## src/rtl/sio_pkg.sv

```systemverilog
package sio_pkg;
    typedef enum logic [2:0] {
        ST_IDLE,
        ST_INT_LOW,
        ST_INT_HIGH,
        ST_EXT_HIGH,
        ST_EXT_LOW
    } sio_state_e;
endpackage

```

## src/rtl/sio_rate_div.sv

```systemverilog
module sio_rate_div #(
    parameter int DIV_W = 8
) (
    input  logic             clk,
    input  logic             rst_n,
    input  logic             run,
    input  logic [DIV_W-1:0] limit,
    output logic             tick
);
    logic [DIV_W-1:0] cnt_q;

    assign tick = run && (cnt_q == limit);

    always_ff @(posedge clk or negedge rst_n) begin
        if (!rst_n)      cnt_q <= '0;
        else if (!run)   cnt_q <= '0;
        else if (tick)   cnt_q <= '0;
        else             cnt_q <= cnt_q + 1'b1;
    end
endmodule

```

## src/rtl/sio_edge_sync.sv

```systemverilog
module sio_edge_sync #(
    parameter int STAGES = 2
) (
    input  logic clk,
    input  logic rst_n,
    input  logic async_in,
    output logic rise,
    output logic fall
);
    // The chain resets high to match the idle level of the serial clock.
    logic [STAGES:0] chain_q;

    always_ff @(posedge clk or negedge rst_n) begin
        if (!rst_n) chain_q <= '1;
        else        chain_q <= {chain_q[STAGES-1:0], async_in};
    end

    assign rise =  chain_q[STAGES-1] & ~chain_q[STAGES];
    assign fall = ~chain_q[STAGES-1] &  chain_q[STAGES];
endmodule

```

## src/rtl/sio_shift_fsm.sv

```systemverilog
module sio_shift_fsm
    import sio_pkg::*;
#(
    parameter int DATA_W = 8
) (
    input  logic              clk,
    input  logic              rst_n,
    input  logic              enable,
    input  logic              ext_mode,
    input  logic              start,
    input  logic [DATA_W-1:0] load_data,
    input  logic              tick,
    input  logic              ext_rise,
    input  logic              ext_fall,
    output logic              busy,
    output logic              int_run,
    output logic              sclk,
    output logic              sdo,
    output logic              done
);
    localparam int CNT_W = (DATA_W > 1) ? $clog2(DATA_W) : 1;
    localparam logic [CNT_W-1:0] LAST_BIT = CNT_W'(DATA_W - 1);

    sio_state_e        state_q, state_d;
    logic [DATA_W-1:0] shreg_q;
    logic [CNT_W-1:0]  bit_cnt_q;
    logic              load, shift, cnt_inc;

    // State register
    always_ff @(posedge clk or negedge rst_n) begin
        if (!rst_n) state_q <= ST_IDLE;
        else        state_q <= state_d;
    end

    // Next state and datapath controls
    always_comb begin
        state_d = state_q;
        load    = 1'b0;
        shift   = 1'b0;
        cnt_inc = 1'b0;
        done    = 1'b0;
        if (!enable) begin
            state_d = ST_IDLE;                         // abort
        end else begin
            unique case (state_q)
                ST_IDLE: if (start) begin              // start
                    load    = 1'b1;
                    state_d = ext_mode ? ST_EXT_HIGH : ST_INT_LOW;
                end
                ST_INT_LOW: if (tick) state_d = ST_INT_HIGH;   // half-done
                ST_INT_HIGH: if (tick) begin
                    if (bit_cnt_q == LAST_BIT) begin   // finish
                        done    = 1'b1;
                        state_d = ST_IDLE;
                    end else begin                     // next-bit
                        shift   = 1'b1;
                        cnt_inc = 1'b1;
                        state_d = ST_INT_LOW;
                    end
                end
                ST_EXT_HIGH: if (ext_fall) begin       // ext-fall
                    shift   = (bit_cnt_q != '0);
                    state_d = ST_EXT_LOW;
                end
                ST_EXT_LOW: if (ext_rise) begin
                    if (bit_cnt_q == LAST_BIT) begin   // finish
                        done    = 1'b1;
                        state_d = ST_IDLE;
                    end else begin                     // ext-rise
                        cnt_inc = 1'b1;
                        state_d = ST_EXT_HIGH;
                    end
                end
                default: state_d = ST_IDLE;
            endcase
        end
    end

    always_ff @(posedge clk or negedge rst_n) begin
        if (!rst_n) begin
            shreg_q   <= '0;
            bit_cnt_q <= '0;
        end else if (load) begin
            shreg_q   <= load_data;
            bit_cnt_q <= '0;
        end else begin
            if (shift)   shreg_q   <= {1'b0, shreg_q[DATA_W-1:1]};
            if (cnt_inc) bit_cnt_q <= bit_cnt_q + 1'b1;
        end
    end

    // Outputs
    always_comb begin
        busy    = (state_q != ST_IDLE);
        int_run = (state_q == ST_INT_LOW) || (state_q == ST_INT_HIGH);
        sclk    = (state_q != ST_INT_LOW);
        sdo     = shreg_q[0];
    end
endmodule

```

## src/rtl/sio_tx_channel.sv

```systemverilog
module sio_tx_channel #(
    parameter int DIV_W  = 8,
    parameter int DATA_W = 8,
    parameter int SYNC_STAGES = 2
) (
    input  logic              clk,
    input  logic              rst_n,
    input  logic              ctrl_wr,
    input  logic              ctrl_enable,
    input  logic              ctrl_ext_clk,
    input  logic              ctrl_hold_last,
    input  logic              div_wr,
    input  logic [DIV_W-1:0]  div_val,
    input  logic              tx_wr,
    input  logic [DATA_W-1:0] tx_data,
    input  logic              ext_sclk,
    output logic              sclk_out,
    output logic              sdo,
    output logic              sdo_oe,
    output logic              busy
);
    logic             en_q, ext_lat, hold_lat, held_q;
    logic [DIV_W-1:0] div_q;
    logic             start, tick, int_run, done, ext_rise, ext_fall, sclk_int;

    assign start = tx_wr && en_q && !busy;

    // Control: mode and hold are captured only when the enable rises.
    always_ff @(posedge clk or negedge rst_n) begin
        if (!rst_n) begin
            en_q     <= 1'b0;
            ext_lat  <= 1'b0;
            hold_lat <= 1'b0;
        end else if (ctrl_wr) begin
            en_q <= ctrl_enable;
            if (ctrl_enable && !en_q) begin
                ext_lat  <= ctrl_ext_clk;
                hold_lat <= ctrl_hold_last;
            end
        end
    end

    // Rate value: write-only, and frozen while a transfer runs
    always_ff @(posedge clk or negedge rst_n) begin
        if (!rst_n)                div_q <= '0;
        else if (div_wr && !busy)  div_q <= div_val;
    end

    // The pin keeps driving after a finished internal-clock transfer with hold set.
    always_ff @(posedge clk or negedge rst_n) begin
        if (!rst_n)                            held_q <= 1'b0;
        else if (!en_q || start)               held_q <= 1'b0;
        else if (done && hold_lat && !ext_lat) held_q <= 1'b1;
    end

    sio_rate_div #(.DIV_W(DIV_W)) u_div (
        .clk(clk), .rst_n(rst_n), .run(int_run), .limit(div_q), .tick(tick)
    );

    sio_edge_sync #(.STAGES(SYNC_STAGES)) u_sync (
        .clk(clk), .rst_n(rst_n), .async_in(ext_sclk), .rise(ext_rise), .fall(ext_fall)
    );

    sio_shift_fsm #(.DATA_W(DATA_W)) u_fsm (
        .clk(clk), .rst_n(rst_n), .enable(en_q), .ext_mode(ext_lat),
        .start(start), .load_data(tx_data), .tick(tick),
        .ext_rise(ext_rise), .ext_fall(ext_fall),
        .busy(busy), .int_run(int_run), .sclk(sclk_int), .sdo(sdo), .done(done)
    );

    assign sclk_out = sclk_int;
    assign sdo_oe   = busy | held_q;
endmodule

```

## config.mk

```make
export PLATFORM = sky130hd
export DESIGN_NAME = sio_tx_channel
export DESIGN_NICKNAME = d
export VERILOG_FILES = /design/src/rtl/sio_pkg.sv /design/src/rtl/sio_rate_div.sv /design/src/rtl/sio_edge_sync.sv /design/src/rtl/sio_shift_fsm.sv /design/src/rtl/sio_tx_channel.sv
export SDC_FILE = /design/constraint.sdc
export NUM_CORES = 1
export LEC_CHECK = 0
export ABC_AREA = 1
export BUFFER_PORTS_ARGS = -buffer_cell sky130_fd_sc_hd__buf_2
export CAP_MARGIN = 20
export CORE_AREA = 2 2 66 68
export DETAILED_ROUTE_END_ITERATION = 16
export DIE_AREA = 0 0 68 70
export PLACE_DENSITY = 0.74
export SLEW_MARGIN = 30
export SYNTH_ARGS = -nofsm -noshare
export SYNTH_HDL_FRONTEND = slang
export SYNTH_HIERARCHICAL = 1
export SYNTH_SLANG_ARGS = --single-unit
```

## constraint.sdc

```tcl
create_clock -name clk -period 4.07 [get_ports clk]
set_clock_uncertainty 0.15 [all_clocks]
set_input_delay 1.221 -clock clk [delete_from_list [all_inputs] [get_ports clk]]
set_output_delay 1.221 -clock clk [all_outputs]
set_load 0.01 [all_outputs]
```

==> impl_results.md <==
- DRT Pass-1 Iters: 4
- Critical path required time: 2700 ps
- RSZ-0062 raised after global routing: no
- I/O Buffers: 28
- DP HPWL: 2993 µm
- Die Footprint: 4760 µm²
- Placement Cell Area: 2286 µm²
- Tmin final: 3002 ps
- H-tree Lvls: 2
- Yosys top cell by area: dfrtp_1
- Clk root buf: clkbuf_8
- Gpl congestion: 0.8045
- Clk_lat worst skew: 290 ps
- Row Count: 24
- Max incr delay on CP: 470 ps
- First-pass GRT wire length: 7279 µm
- Endpoints failing setup: 0
- Initial Util: 51.42%
- Largest net degree at the start of global routing: 38
- Area delta synth->final: 11.16%
- P per Cell Area: 530.7 nW/µm²
- Clock transition at path regs: 70 ps
- Gr busiest metal: met2
- Synth Area in Adders: 2.936%
- Max_cap viols: 0
- Tcrit/Tclk final: 73.76%
- CTS sink count: 37
- Worst slew pin tran: 806.9 ps
- Final Hold Viols: 0
- Yosys reg bits: 37
- Worst Setup Start Kind: flop
- Critical-path cell list: inv_1, nand2_1, nor2_1, inv_1, inv_1, nand2_1, buf_2
- Nets@finish: 343
- Synth Instances: 283
- Synth Area in Compound Gates: 2.525%
- Die height: 70 µm
- Critical path class: reg -> out
- Global routing usage on met1: 27.75%
- Post-synthesis sequential area ratio: 43.63%
- Worst-path fanout max: 11
- Syn_nets: 313
- Post-Synth Simple-Gate Area: 38.46%
- TritonCTS clock tree: built
- Syn. warnings: 6
- Total grt overflow: 0
- Total vias in the final route: 1761
- Initial antenna violation count: 0
- Finished Cell Area: 2369 µm²
- Post-CTS setup buffers: 0
- Mapped cell area: 2131 µm²
- Slowest CP cell: dfrtp_1
- CP dominant cell by count: inv_1
- Outcome: finished, final reports clean
- Post-CTS Hold Buffers: 0
- Fmax: 0.3331 GHz
- DR vias/cell: 4.811
- # resized after CTS: 0
- Yosys cell types: 24
- DRC: 0
- Most frequent cells in the layout: 98 x nand2_1, 35 x nand3_1, 34 x inv_1, 34 x dfrtp_1, 28 x buf_2
- Yosys top cell area share: 39.93%
- Ratio of cells with drive above 1 in the final layout: 18.79%
- CTS max path bufs: 2
- P_leak: 0.001297 µW
- Met3 Track Usage GR: 4.348%
- Largest family of logic cells by synthesized area: simple AND/OR/NAND/NOR gates
- Tot GR Track Use: 20.35%
- Die Wd: 68 µm
- Max-Slew Margin vs Limit: 46.20%
- Ports: 29
- Wire length per cell: 10.99 µm
- Worst Path Arrival: 1630 ps
- Mean Syn Cell Area: 7.529 µm²
- Mux contribution to synthesized area: 0%
- Core footprint: 4144 µm²
- Worst IR drop on VDD: 0.0003253 V
- Hold crit path type: reg -> reg
- N_diodes: 0
- XOR/XNOR share of the synthesized area: 3.288%
- Commonest non-fill, non-tap cell in the layout: nand2_1
- Final Routed Wirelength: 4023 µm
- Vias in the first global route: 1695
- Initial DRC count: 71
- Post-route antenna net violation count: 0
- Num CTS Buffers: 5
- Setup tns final: 0 ps
- Synth top area cells: dfrtp_1 40%, nand2_1 17%, nand3_1 8.2%
- Final Max Tran Viols: 0
- CP endpoint kind: output pin
- Met2 usage: 30.64%
[final timing paths]
path                                                    from                      endpoint  slack (ps)  cells after the start
worst max-delay path            u_fsm/state_q[0]$_DFFE_PN0P_                        sdo_oe        1070                      7
worst min-delay path             u_sync/chain_q[0]$_DFF_PN1_   u_sync/chain_q[1]$_DFF_PN1_         210                      0
worst max register to register  u_fsm/state_q[2]$_DFFE_PN0P_  u_fsm/shreg_q[0]$_DFFE_PN0P_        2010                     13
worst min register to register   u_sync/chain_q[0]$_DFF_PN1_   u_sync/chain_q[1]$_DFF_PN1_         210                      0
max in group asynchronous                              rst_n  u_fsm/shreg_q[5]$_DFFE_PN0P_        2390                      1
min in group asynchronous                              rst_n  u_fsm/shreg_q[0]$_DFFE_PN0P_         870                      1
[final cells by class]
class / instances / area, µm²
inverters: 38 / 145.1
clock inverters: 2 / 10.01
repair buffers: 28 / 140.1
fillers: 393 / 1775
well taps: 52 / 65.06
flip-flops and latches: 37 / 929.6
multi-input cells: 203 / 1006
clock buffers: 6 / 72.57
[cell families (layout without fill, tap and decap cells)]
kind of cell             after synthesis  in the layout
buffers and inverters                 43             74
flip-flops                            37             37
adder cells (fa/ha/maj)                5              5
AND/OR/NAND/NOR                      180            180
XOR/XNOR                               8              8
AO/OA/AOI/OAI                         10             10
[metrics by stage]
step	hold WS, ps	instances	setup slack (ps)	total power [µW]	util (%)
3_5_place_dp	197.2	358	1386	1022	55.16
6_report	205.8	366	1068	1257	57.16
2_1_floorplan	195.2	283	1631	913.6	-
4_1_cts	207.3	366	1055	1271	57.16
5_1_grt	211.2	366	917.2	1380	57.16
3_3_place_gp	198.2	358	1445	1004	55.16
[synth_stat cells, drive strengths merged]
cell type and count:
nand2 107, inv 38, nand3 37, dfrtp 34
nor2 29, o21ai 7, buf 5, ha 5
nand4 5, xnor2 4, xor2 4, a21oi 3
dfstp 3, nor3 2
[power breakdown]
group,switching (µW),total (µW),internal (µW)
clock,126,244,119
combinational,295,466,171
sequential,83.6,546,463
total,504,1260,753
[sequential cells by signal (all words and copies together), names as in the netlist]
| register | count |
|---|---|
| ext_lat | 1 |
| u_div/cnt_q | 8 |
| u_fsm/bit_cnt_q | 3 |
| u_fsm/shreg_q | 8 |
| u_fsm/state_q | 3 |
| u_sync/chain_q | 3 |
| hold_lat | 1 |
| div_q | 8 |
| held_q | 1 |
| en_q | 1 |
[routing by layer]
layer / share of wire (%) / vias up / wire length [µm]
met1: 49 / 787 / 1977
met4: 2.3 / 0 / 93
met2: 45 / 34 / 1808
li1: - / 934 / -
met5: 0 / - / 0
met3: 3.6 / 6 / 143
[worst max-delay path, delay by kind of cell (launching register included)]
kind | cells | cell delay (ps)
buf+inv | 4 | 610
flops | 1 | 470
simple gates | 3 | 260
(Power assumes the default switching activity.)
